<file path="src/rtl/vrx_pkg.sv">
// Package: shared constants, pixel record and helpers for the video
// receive size gate. Assumes 8-bit components and a 16-bit 4:2:2 input word.
package vrx_pkg;

    localparam int COMP_W = 8;
    localparam int RAW_W  = 2 * COMP_W;
    localparam int RGB_W  = 3 * COMP_W;
    localparam int ACC_W  = 20;

    // Fixed-point colour coefficients scaled by 256.
    localparam logic signed [ACC_W-1:0] K_Y   = 20'sd298;
    localparam logic signed [ACC_W-1:0] K_RV  = 20'sd409;
    localparam logic signed [ACC_W-1:0] K_GU  = 20'sd100;
    localparam logic signed [ACC_W-1:0] K_GV  = 20'sd208;
    localparam logic signed [ACC_W-1:0] K_BU  = 20'sd516;
    localparam logic signed [ACC_W-1:0] K_RND = 20'sd128;

    typedef struct packed {
        logic              sof;
        logic              eol;
        logic [COMP_W-1:0] y;
        logic [COMP_W-1:0] cb;
        logic [COMP_W-1:0] cr;
        logic [RAW_W-1:0]  raw;
    } vrx_pix_t;

    // Saturate a signed accumulator to one 8-bit component.
    function automatic logic [COMP_W-1:0] sat_comp(input logic signed [ACC_W-1:0] v);
        if (v < 0)
            return '0;
        else if (v > 20'sd255)
            return '1;
        else
            return v[COMP_W-1:0];
    endfunction

endpackage

</file>
<file path="src/rtl/vrx_size_meter.sv">
// Module: measures the active width and height of each frame and decides at
// every vsync rising edge whether the next frame may pass. Also keeps the
// sticky mismatch flag. Assumes in_de is low around the vsync edge.
module vrx_size_meter #(
    parameter int DIM_W = 12
) (
    input  logic             clk,
    input  logic             rst_n,
    input  logic             in_vsync,
    input  logic             in_de,
    input  logic [DIM_W-1:0] cfg_width,
    input  logic [DIM_W-1:0] cfg_height,
    input  logic             clr_mismatch,
    output logic             frame_start,
    output logic             gate_open,
    output logic             mismatch
);

    localparam logic [DIM_W-1:0] CNT_MAX = '1;

    logic             vs_d, de_d;
    logic             seen_q, bad_w_q, gate_q, sticky_q;
    logic [DIM_W-1:0] px_cnt, ln_cnt;
    logic             vs_rise, de_fall, frame_ok, mism_evt;

    assign vs_rise  = in_vsync & ~vs_d;
    assign de_fall  = de_d & ~in_de;
    assign frame_ok = seen_q & ~bad_w_q & (ln_cnt == cfg_height) & (ln_cnt != '0);
    assign mism_evt = vs_rise & seen_q & ~frame_ok;

    // Edge history for vsync and data-enable.
    always_ff @(posedge clk) begin
        if (!rst_n) begin
            vs_d <= 1'b0;
            de_d <= 1'b0;
        end else begin
            vs_d <= in_vsync;
            de_d <= in_de;
        end
    end

    // Pixel counter within the current active line, saturating.
    always_ff @(posedge clk) begin
        if (!rst_n)
            px_cnt <= '0;
        else if (in_de)
            px_cnt <= !de_d ? DIM_W'(1) : ((px_cnt == CNT_MAX) ? px_cnt : px_cnt + 1'b1);
    end

    // Line counter and width-error flag, restarted at every frame boundary.
    always_ff @(posedge clk) begin
        if (!rst_n) begin
            ln_cnt  <= '0;
            bad_w_q <= 1'b0;
        end else if (vs_rise) begin
            ln_cnt  <= '0;
            bad_w_q <= 1'b0;
        end else if (de_fall) begin
            ln_cnt  <= (ln_cnt == CNT_MAX) ? ln_cnt : ln_cnt + 1'b1;
            bad_w_q <= bad_w_q | (px_cnt != cfg_width);
        end
    end

    // Frame-boundary decision: open the gate for the next frame only after a match.
    always_ff @(posedge clk) begin
        if (!rst_n) begin
            seen_q <= 1'b0;
            gate_q <= 1'b0;
        end else if (vs_rise) begin
            seen_q <= 1'b1;
            gate_q <= frame_ok;
        end
    end

    // Sticky mismatch flag; a new mismatch beats a clear in the same cycle.
    always_ff @(posedge clk) begin
        if (!rst_n)
            sticky_q <= 1'b0;
        else if (mism_evt)
            sticky_q <= 1'b1;
        else if (clr_mismatch)
            sticky_q <= 1'b0;
    end

    assign frame_start = vs_rise;
    assign gate_open   = gate_q;
    assign mismatch    = sticky_q;

    // The forwarding decision moves only at a frame boundary.
    assert_gate_at_boundary_R3: assert property (@(posedge clk) disable iff (!rst_n)
        !$stable(gate_q) |-> $past(vs_rise));

    // The first boundary after reset keeps the gate closed.
    assert_first_frame_closed_R4: assert property (@(posedge clk) disable iff (!rst_n)
        (vs_rise && !seen_q) |=> !gate_q);

    // The flag rises only at a measured frame boundary.
    assert_sticky_source_R5: assert property (@(posedge clk) disable iff (!rst_n)
        $rose(sticky_q) |-> $past(vs_rise && seen_q));

    // A clear with no competing boundary empties the flag.
    assert_sticky_clear_R5: assert property (@(posedge clk) disable iff (!rst_n)
        (clr_mismatch && !vs_rise) |=> !sticky_q);

endmodule

</file>
<file path="src/rtl/vrx_chroma_up.sv">
// Module: turns the 4:2:2 stream into 4:4:4 pixel records. It repeats each
// pair's Cb and Cr on both pixels, and tags start-of-frame, end-of-line and the gate.
// Assumes Cb on even and Cr on odd pixels, counted from each line start.
module vrx_chroma_up
    import vrx_pkg::*;
(
    input  logic             clk,
    input  logic             rst_n,
    input  logic             in_de,
    input  logic [RAW_W-1:0] in_data,
    input  logic             frame_start,
    input  logic             gate_open,
    output logic             o_vld,
    output vrx_pix_t         o_pix
);

    logic              sof_pend;
    logic              r1_de, r1_odd, r1_sof, r1_gate;
    logic [COMP_W-1:0] r1_y, r1_c, r2_c;
    logic [RAW_W-1:0]  r1_raw;
    logic              cur_odd;
    logic [COMP_W-1:0] in_c;

    assign cur_odd = in_de & r1_de & ~r1_odd;
    assign in_c    = in_data[RAW_W-1:COMP_W];

    // Pending start-of-frame mark, consumed by the first active pixel.
    always_ff @(posedge clk) begin
        if (!rst_n)
            sof_pend <= 1'b0;
        else if (frame_start)
            sof_pend <= 1'b1;
        else if (in_de)
            sof_pend <= 1'b0;
    end

    // First stage: hold one pixel so that its pair partner can be seen.
    always_ff @(posedge clk) begin
        if (!rst_n) begin
            r1_de   <= 1'b0;
            r1_odd  <= 1'b0;
            r1_sof  <= 1'b0;
            r1_gate <= 1'b0;
            r1_y    <= '0;
            r1_c    <= '0;
            r2_c    <= '0;
            r1_raw  <= '0;
        end else begin
            r1_de   <= in_de;
            r1_odd  <= cur_odd;
            r1_sof  <= in_de & sof_pend;
            r1_gate <= gate_open;
            r1_y    <= in_data[COMP_W-1:0];
            r1_c    <= in_c;
            r2_c    <= r1_c;
            r1_raw  <= in_data;
        end
    end

    // Second stage: assemble the full pixel with both chroma samples.
    always_ff @(posedge clk) begin
        if (!rst_n) begin
            o_vld <= 1'b0;
            o_pix <= '0;
        end else begin
            o_vld     <= r1_de & r1_gate;
            o_pix.sof <= r1_de & r1_gate & r1_sof;
            o_pix.eol <= r1_de & r1_gate & ~in_de;
            o_pix.y   <= r1_y;
            o_pix.raw <= r1_raw;
            if (r1_odd) begin
                o_pix.cb <= r2_c;
                o_pix.cr <= r1_c;
            end else begin
                o_pix.cb <= r1_c;
                o_pix.cr <= in_de ? in_c : r1_c;
            end
        end
    end

    // An odd pixel always follows an even active pixel of the same line.
    assert_pair_parity_R6: assert property (@(posedge clk) disable iff (!rst_n)
        (r1_de && r1_odd) |-> $past(r1_de && !r1_odd));

endmodule

</file>
<file path="src/rtl/vrx_csc.sv">
// Module: converts 4:4:4 luma/chroma records to RGB with studio-range
// fixed-point coefficients, or forwards the raw word in bypass, and registers
// the output stream. Assumes bypass changes only between frames.
module vrx_csc
    import vrx_pkg::*;
(
    input  logic             clk,
    input  logic             rst_n,
    input  logic             bypass,
    input  logic             i_vld,
    input  vrx_pix_t         i_pix,
    output logic             m_valid,
    output logic [RGB_W-1:0] m_data,
    output logic             m_sof,
    output logic             m_eol
);

    logic signed [9:0]       ys, us, vs;
    logic signed [ACC_W-1:0] ye, ue, ve;
    logic signed [ACC_W-1:0] r_sum, g_sum, b_sum;
    logic signed [ACC_W-1:0] r_sh, g_sh, b_sh;
    logic [COMP_W-1:0]       r_c, g_c, b_c;

    // Offset-removed components, colour sums and saturation.
    always_comb begin
        ys    = $signed({2'b00, i_pix.y})  - 10'sd16;
        us    = $signed({2'b00, i_pix.cb}) - 10'sd128;
        vs    = $signed({2'b00, i_pix.cr}) - 10'sd128;
        ye    = {{(ACC_W-10){ys[9]}}, ys};
        ue    = {{(ACC_W-10){us[9]}}, us};
        ve    = {{(ACC_W-10){vs[9]}}, vs};
        r_sum = ye * K_Y + ve * K_RV + K_RND;
        g_sum = ye * K_Y - ue * K_GU - ve * K_GV + K_RND;
        b_sum = ye * K_Y + ue * K_BU + K_RND;
        r_sh  = r_sum >>> 8;
        g_sh  = g_sum >>> 8;
        b_sh  = b_sum >>> 8;
        r_c   = sat_comp(r_sh);
        g_c   = sat_comp(g_sh);
        b_c   = sat_comp(b_sh);
    end

    // Output register: converted or raw pixel with framing flags.
    always_ff @(posedge clk) begin
        if (!rst_n) begin
            m_valid <= 1'b0;
            m_sof   <= 1'b0;
            m_eol   <= 1'b0;
            m_data  <= '0;
        end else begin
            m_valid <= i_vld;
            m_sof   <= i_pix.sof;
            m_eol   <= i_pix.eol;
            m_data  <= bypass ? {{COMP_W{1'b0}}, i_pix.raw} : {r_c, g_c, b_c};
        end
    end

    // Framing flags appear only on valid beats.
    assert_marks_valid_R9: assert property (@(posedge clk) disable iff (!rst_n)
        (m_sof || m_eol) |-> m_valid);

    // A bypassed beat carries zeros above the raw word.
    assert_bypass_upper_zero_R8: assert property (@(posedge clk) disable iff (!rst_n)
        (m_valid && $past(bypass)) |-> (m_data[RGB_W-1:RAW_W] == '0));

endmodule

</file>
<file path="src/rtl/vrx_size_gate.sv">
// Module: top of the video receive size gate. It measures each frame,
// forwards the next frame only after a matching one, upsamples chroma and
// converts to RGB. Assumes a sink that accepts every beat on the pixel clock.
module vrx_size_gate
    import vrx_pkg::*;
#(
    parameter int DIM_W = 12
) (
    input  logic             clk,
    input  logic             rst_n,
    input  logic             in_vsync,
    input  logic             in_de,
    input  logic [15:0]      in_data,
    input  logic [DIM_W-1:0] cfg_width,
    input  logic [DIM_W-1:0] cfg_height,
    input  logic             cfg_bypass,
    input  logic             clr_mismatch,
    output logic             m_valid,
    output logic [23:0]      m_data,
    output logic             m_sof,
    output logic             m_eol,
    output logic             mismatch
);

    logic     frame_start, gate_open;
    logic     up_vld;
    vrx_pix_t up_pix;

    vrx_size_meter #(.DIM_W(DIM_W)) i_meter (
        .clk          (clk),
        .rst_n        (rst_n),
        .in_vsync     (in_vsync),
        .in_de        (in_de),
        .cfg_width    (cfg_width),
        .cfg_height   (cfg_height),
        .clr_mismatch (clr_mismatch),
        .frame_start  (frame_start),
        .gate_open    (gate_open),
        .mismatch     (mismatch)
    );

    vrx_chroma_up i_up (
        .clk         (clk),
        .rst_n       (rst_n),
        .in_de       (in_de),
        .in_data     (in_data),
        .frame_start (frame_start),
        .gate_open   (gate_open),
        .o_vld       (up_vld),
        .o_pix       (up_pix)
    );

    vrx_csc i_csc (
        .clk     (clk),
        .rst_n   (rst_n),
        .bypass  (cfg_bypass),
        .i_vld   (up_vld),
        .i_pix   (up_pix),
        .m_valid (m_valid),
        .m_data  (m_data),
        .m_sof   (m_sof),
        .m_eol   (m_eol)
    );

endmodule

</file>
<file path="config.mk">
export PLATFORM = sky130hd
export DESIGN_NAME = vrx_size_gate
export DESIGN_NICKNAME = d
export VERILOG_FILES = /design/src/rtl/vrx_pkg.sv /design/src/rtl/vrx_size_meter.sv /design/src/rtl/vrx_chroma_up.sv /design/src/rtl/vrx_csc.sv /design/src/rtl/vrx_size_gate.sv
export SDC_FILE = /design/constraint.sdc
export NUM_CORES = 1
export LEC_CHECK = 0
export ABC_CLOCK_PERIOD_IN_PS = 8300
export CORE_MARGIN = 2
export CORE_UTILIZATION = 44
export CTS_CLUSTER_DIAMETER = 60
export DETAILED_ROUTE_END_ITERATION = 10
export DONT_BUFFER_PORTS = 1
export SYNTH_ARGS = -nofsm -noshare
export SYNTH_HDL_FRONTEND = slang
export SYNTH_SLANG_ARGS = --single-unit
export TNS_END_PERCENT = 30
</file>
<file path="constraint.sdc">
create_clock -name clk -period 8.3 [get_ports clk]
set_input_delay 0.415 -clock clk [delete_from_list [all_inputs] [get_ports clk]]
set_output_delay 0.415 -clock clk [all_outputs]
set_load 0.05 [all_outputs]
</file>
==> reports/metrics.csv <==
stage,metric,value,unit
floorplanning,I/O Pins,74,
route,number of nets with antenna violations after routing,0,
global_route,wire length of the first global-routing pass,44400,um
clocking,H-tree depth,3,
clocking,Post CTS Setup Buffer Count,0,
setup_path,crit end category,register,
clocking,clock latency on the worst-skew pair,0.36,ns
sta,final setup slack of the worst path,0.914,ns
setup_path,register-to-register setup slack,0.91,ns
outcome,outcome,finished clean,
global_route,overall overflow remaining after global route,0,
route,DRC marker count from the first detailed-route iteration,388,
global_route,number of global-route vias before repair,8817,
sta,aggregate negative setup slack,0,ns
clocking,cts bufs inserted,9,
run,reported max-cap violation count,0,
global_route,pin count of the biggest net entering global routing,47,
clocking,clock tree from TritonCTS,yes,
min_path,startpoint of the worst hold path,cfg_bypass,
floorplanning,Rows,59,
placed_design,buffers added on ports,0,
global_route,all-layer global routing usage,19.8,%
final_layout,fraction of final layout cells sized beyond drive strength 1,3.62,%
logic_synthesis,"Primary FF master, synth",sky130_fd_sc_hd__dfxtp_1,
floorplanning,horizontal extent of the die,167,um
logic_synthesis,"FFs w/ async S/R, synth",0,%
setup_path,startpoint-to-endpoint class of the critical path,register to register,
sta,crit path time final,7.39,ns
logic_synthesis,Syn. warnings,0,
setup_path,worst reg2reg path endpoint,i_csc.m_data[12],
floorplanning,Core Area,26000,um2
sta,setup repair after global routing missed its margin,false,
logic_synthesis,"EDFF count, synth",0,
final_layout,number of nets in the layout,1653,
placed_design,Setup Slack @ Placement,0.955,ns
setup_path,R2R cell count,23,
clocking,clock input transition at the sequential cells of the worst setup and hold paths,0.08,ns
logic_synthesis,post-synthesis net count,1658,
setup_path,"Max FO, Critical Path",10,
route,routed length per placed instance,16.4,um
sta,Final Skew,0.0149,ns
logic_synthesis,count of unique library cells instantiated by Yosys,68,
setup_path,worst endpoint required time,8.50,ns
route,Final Routed Wirelength,26700,um
min_path,instance count along the most critical hold path,1,
logic_synthesis,syn avg cell area,8.97,um2
logic_synthesis,share of the yosys chip area belonging to registers,19.3,%
route,number of remaining DRC errors,0,
setup_path,launch point of the worst path,i_up.o_pix[4],
route,total number of vias,8720,
placed_design,post-detailed-placement half-perimeter wirelength,22300,um
sta,relative slew slack,19.9,%
floorplanning,die span in y,167,um
clocking,count of hold buffers inserted by post-cts repair,0,
floorplanning,Die Outline Area,27800,um2
min_path,endpoint of the worst hold path,i_csc.m_data[5],
logic_synthesis,#FFs+latches synth,112,
sta,Final Hold Violating Endpoints,0,
sta,count of final max-slew check failures,0,
setup_path,Worst setup SP type,register,
sta,Final setup violation count,0,
clocking,clock root buffer master,sky130_fd_sc_hd__clkbuf_16,
setup_path,worst endpoint data arrival time,7.59,ns
clocking,clk sinks,112,
floorplanning,initial core utilization,44.8,%
sta,Worst Max-Slew Pin Slew,1.19,ns
final_layout,total inserted antenna cells,0,
min_path,Hold/Removal Path Class,input port to register,
clocking,Max Root-Sink Buffers,2,
logic_synthesis,cell area after technology mapping,11600,um2
global_route,number of antenna violations at the first check in global routing,0,
clocking,count of cells resized by post-cts repair,0,
logic_synthesis,post-synthesis instance total,1297,
sta,"Period Utilization, post-route",89.0,%
setup_path,start of the worst register-to-register path,i_up.o_pix[4],
route,Vias/cell,5.34,
route,length of the first detailed-routing pass in iterations,4,
sta,maximum frequency from static timing analysis,135,MHz
final_layout,synth-to-layout area growth,5.82,%
placed_design,Routability Congestion,0.853,
area by class of cell:
cell class / count / area (um2)
Clock buffer: 10 / 239
Clock inverter: 6 / 67.6
Fill cell: 2533 / 13700
Inverter: 183 / 687
Multi-Input combinational cell: 982 / 8630
Sequential cell: 112 / 2240
Tap cell: 335 / 419
Timing Repair Buffer: 4 / 30.0
cells by family (layout without fill, tap and decap cells):
logic type | after synthesis | after routing | share of synthesized area, %
xor+xnor | 106 | 106 | 8.04
mux | 13 | 13 | 1.16
fa+ha+maj | 315 | 315 | 37.4
flops | 112 | 112 | 19.3
compound gates | 238 | 238 | 14.3
simple gates | 310 | 310 | 13.3
buf+inv | 203 | 203 | 6.58
cells in the final DEF (no fill, tap or decap), types with 12 or more instances in the layout:
master                       n
sky130_fd_sc_hd__a211oi_1   18
sky130_fd_sc_hd__a21o_1     17
sky130_fd_sc_hd__a21oi_1    67
sky130_fd_sc_hd__and2_1     42
sky130_fd_sc_hd__and3_1     12
sky130_fd_sc_hd__dfxtp_1   112
sky130_fd_sc_hd__fa_1       54
sky130_fd_sc_hd__ha_1      261
sky130_fd_sc_hd__inv_1     183
sky130_fd_sc_hd__nand2_1    54
sky130_fd_sc_hd__nand3_1    16
sky130_fd_sc_hd__nand4_1    17
sky130_fd_sc_hd__nor2_1     87
sky130_fd_sc_hd__nor3_1     34
sky130_fd_sc_hd__o21a_1     15
sky130_fd_sc_hd__o21ai_0    30
sky130_fd_sc_hd__o21bai_1   12
sky130_fd_sc_hd__o31a_1     12
sky130_fd_sc_hd__xnor2_1    60
sky130_fd_sc_hd__xor2_1     45
synthesized netlist by cell type, types with 3 or more instances:
cell type / count / area [um2]
sky130_fd_sc_hd__o31ai_1: 3 / 22.5
sky130_fd_sc_hd__mux2i_1: 11 / 110
sky130_fd_sc_hd__nor2b_1: 8 / 50.1
sky130_fd_sc_hd__a2111oi_2: 3 / 45.0
sky130_fd_sc_hd__a31oi_1: 4 / 25.0
sky130_fd_sc_hd__nand2b_1: 8 / 50.1
sky130_fd_sc_hd__or3_1: 11 / 68.8
sky130_fd_sc_hd__xnor2_1: 60 / 526
sky130_fd_sc_hd__nor3_1: 34 / 170
sky130_fd_sc_hd__o211ai_1: 9 / 67.6
sky130_fd_sc_hd__and4_1: 3 / 26.3
sky130_fd_sc_hd__and2_1: 42 / 263
sky130_fd_sc_hd__o21ai_0: 30 / 150
sky130_fd_sc_hd__clkbuf_1: 16 / 60.1
sky130_fd_sc_hd__nand4_1: 17 / 106
sky130_fd_sc_hd__nand2_1: 54 / 203
sky130_fd_sc_hd__a21o_1: 17 / 128
sky130_fd_sc_hd__a21oi_2: 3 / 26.3
sky130_fd_sc_hd__a21boi_0: 4 / 30.0
sky130_fd_sc_hd__and3_1: 12 / 75.1
sky130_fd_sc_hd__inv_1: 183 / 687
sky130_fd_sc_hd__nand3b_1: 3 / 22.5
sky130_fd_sc_hd__xor2_1: 45 / 394
sky130_fd_sc_hd__fa_1: 54 / 1080
sky130_fd_sc_hd__a211o_1: 3 / 26.3
sky130_fd_sc_hd__o32ai_1: 3 / 26.3
sky130_fd_sc_hd__a21oi_1: 67 / 335
sky130_fd_sc_hd__dfxtp_1: 112 / 2240
sky130_fd_sc_hd__nor2_1: 87 / 327
sky130_fd_sc_hd__a31o_2: 5 / 43.8
sky130_fd_sc_hd__nor4_1: 6 / 37.5
sky130_fd_sc_hd__a211oi_1: 18 / 135
sky130_fd_sc_hd__a41oi_1: 3 / 26.3
sky130_fd_sc_hd__o21a_1: 15 / 113
sky130_fd_sc_hd__o31a_1: 12 / 105
sky130_fd_sc_hd__buf_1: 3 / 11.3
sky130_fd_sc_hd__o21bai_1: 12 / 90.1
sky130_fd_sc_hd__o21ai_1: 4 / 20.0
sky130_fd_sc_hd__nand3_1: 16 / 80.1
sky130_fd_sc_hd__ha_1: 261 / 3270
per-stage QoR:
stage / hold slack (ns) / instances / cell area (um2) / util (%)
detailed placement: 0.417 / 1616 / 12000 / 46.2
finish: 0.146 / 1632 / 12300 / 47.4
floorplan: 0.406 / 1297 / 11600 / -
global route: 0.138 / 1632 / 12300 / 47.4
global placement: 0.416 / 1616 / 12000 / 46.2
CTS: 0.136 / 1632 / 12300 / 47.4
worst max-delay path by stage:
stage | to | slack, ns | cells past startpoint
floorplan | i_csc.m_data[9] | 2.03 | 25
global placement | i_csc.m_data[14] | 1.19 | 25
detailed placement | i_csc.m_data[15] | 0.95 | 25
CTS | i_csc.m_data[15] | 0.91 | 25
global route | i_csc.m_data[11] | 0.36 | 23
finish | i_csc.m_data[12] | 0.91 | 23
metal layers:
layer | wire length, um | global-route usage, % | part of all wire [%]
met4 | 399 | 4.31 | 1.5
met5 | 0 | 0 | 0
met3 | 1130 | 3.47 | 4.2
met2 | 12600 | 34.1 | 47
met1 | 12600 | 26.0 | 47
flip-flops by register name, indices dropped and copies added, names as in the netlist, 12 cells and up:
register / cells
i_meter.px_cnt: 12
i_up.r1_raw: 16
i_csc.m_data: 24
i_up.o_pix: 34
i_meter.ln_cnt: 12
worst max-delay path, stage by stage (launching register included):
cell                        delay (ns)
sky130_fd_sc_hd__dfxtp_1          0.34
sky130_fd_sc_hd__inv_1            0.18
sky130_fd_sc_hd__ha_1             0.21
sky130_fd_sc_hd__nor3b_1          0.41
sky130_fd_sc_hd__buf_4            0.28
sky130_fd_sc_hd__ha_1             0.28
sky130_fd_sc_hd__ha_1             0.29
sky130_fd_sc_hd__inv_1            0.05
sky130_fd_sc_hd__fa_1             0.49
sky130_fd_sc_hd__inv_1            0.06
sky130_fd_sc_hd__fa_1             0.48
sky130_fd_sc_hd__ha_1             0.35
sky130_fd_sc_hd__a21oi_1          0.10
sky130_fd_sc_hd__o311ai_0         0.45
sky130_fd_sc_hd__nand2_1          0.12
sky130_fd_sc_hd__xnor2_1          0.61
sky130_fd_sc_hd__fa_1             0.54
sky130_fd_sc_hd__ha_1             0.31
sky130_fd_sc_hd__ha_1             0.22
sky130_fd_sc_hd__a2111oi_0        0.38
sky130_fd_sc_hd__o21a_1           0.18
sky130_fd_sc_hd__a22oi_1          0.10
sky130_fd_sc_hd__mux2i_1          0.63
sky130_fd_sc_hd__a211oi_1         0.17
Power is not shown: default switching activity piles up to over one toggle a cycle in this logic, so the estimate is an artifact.
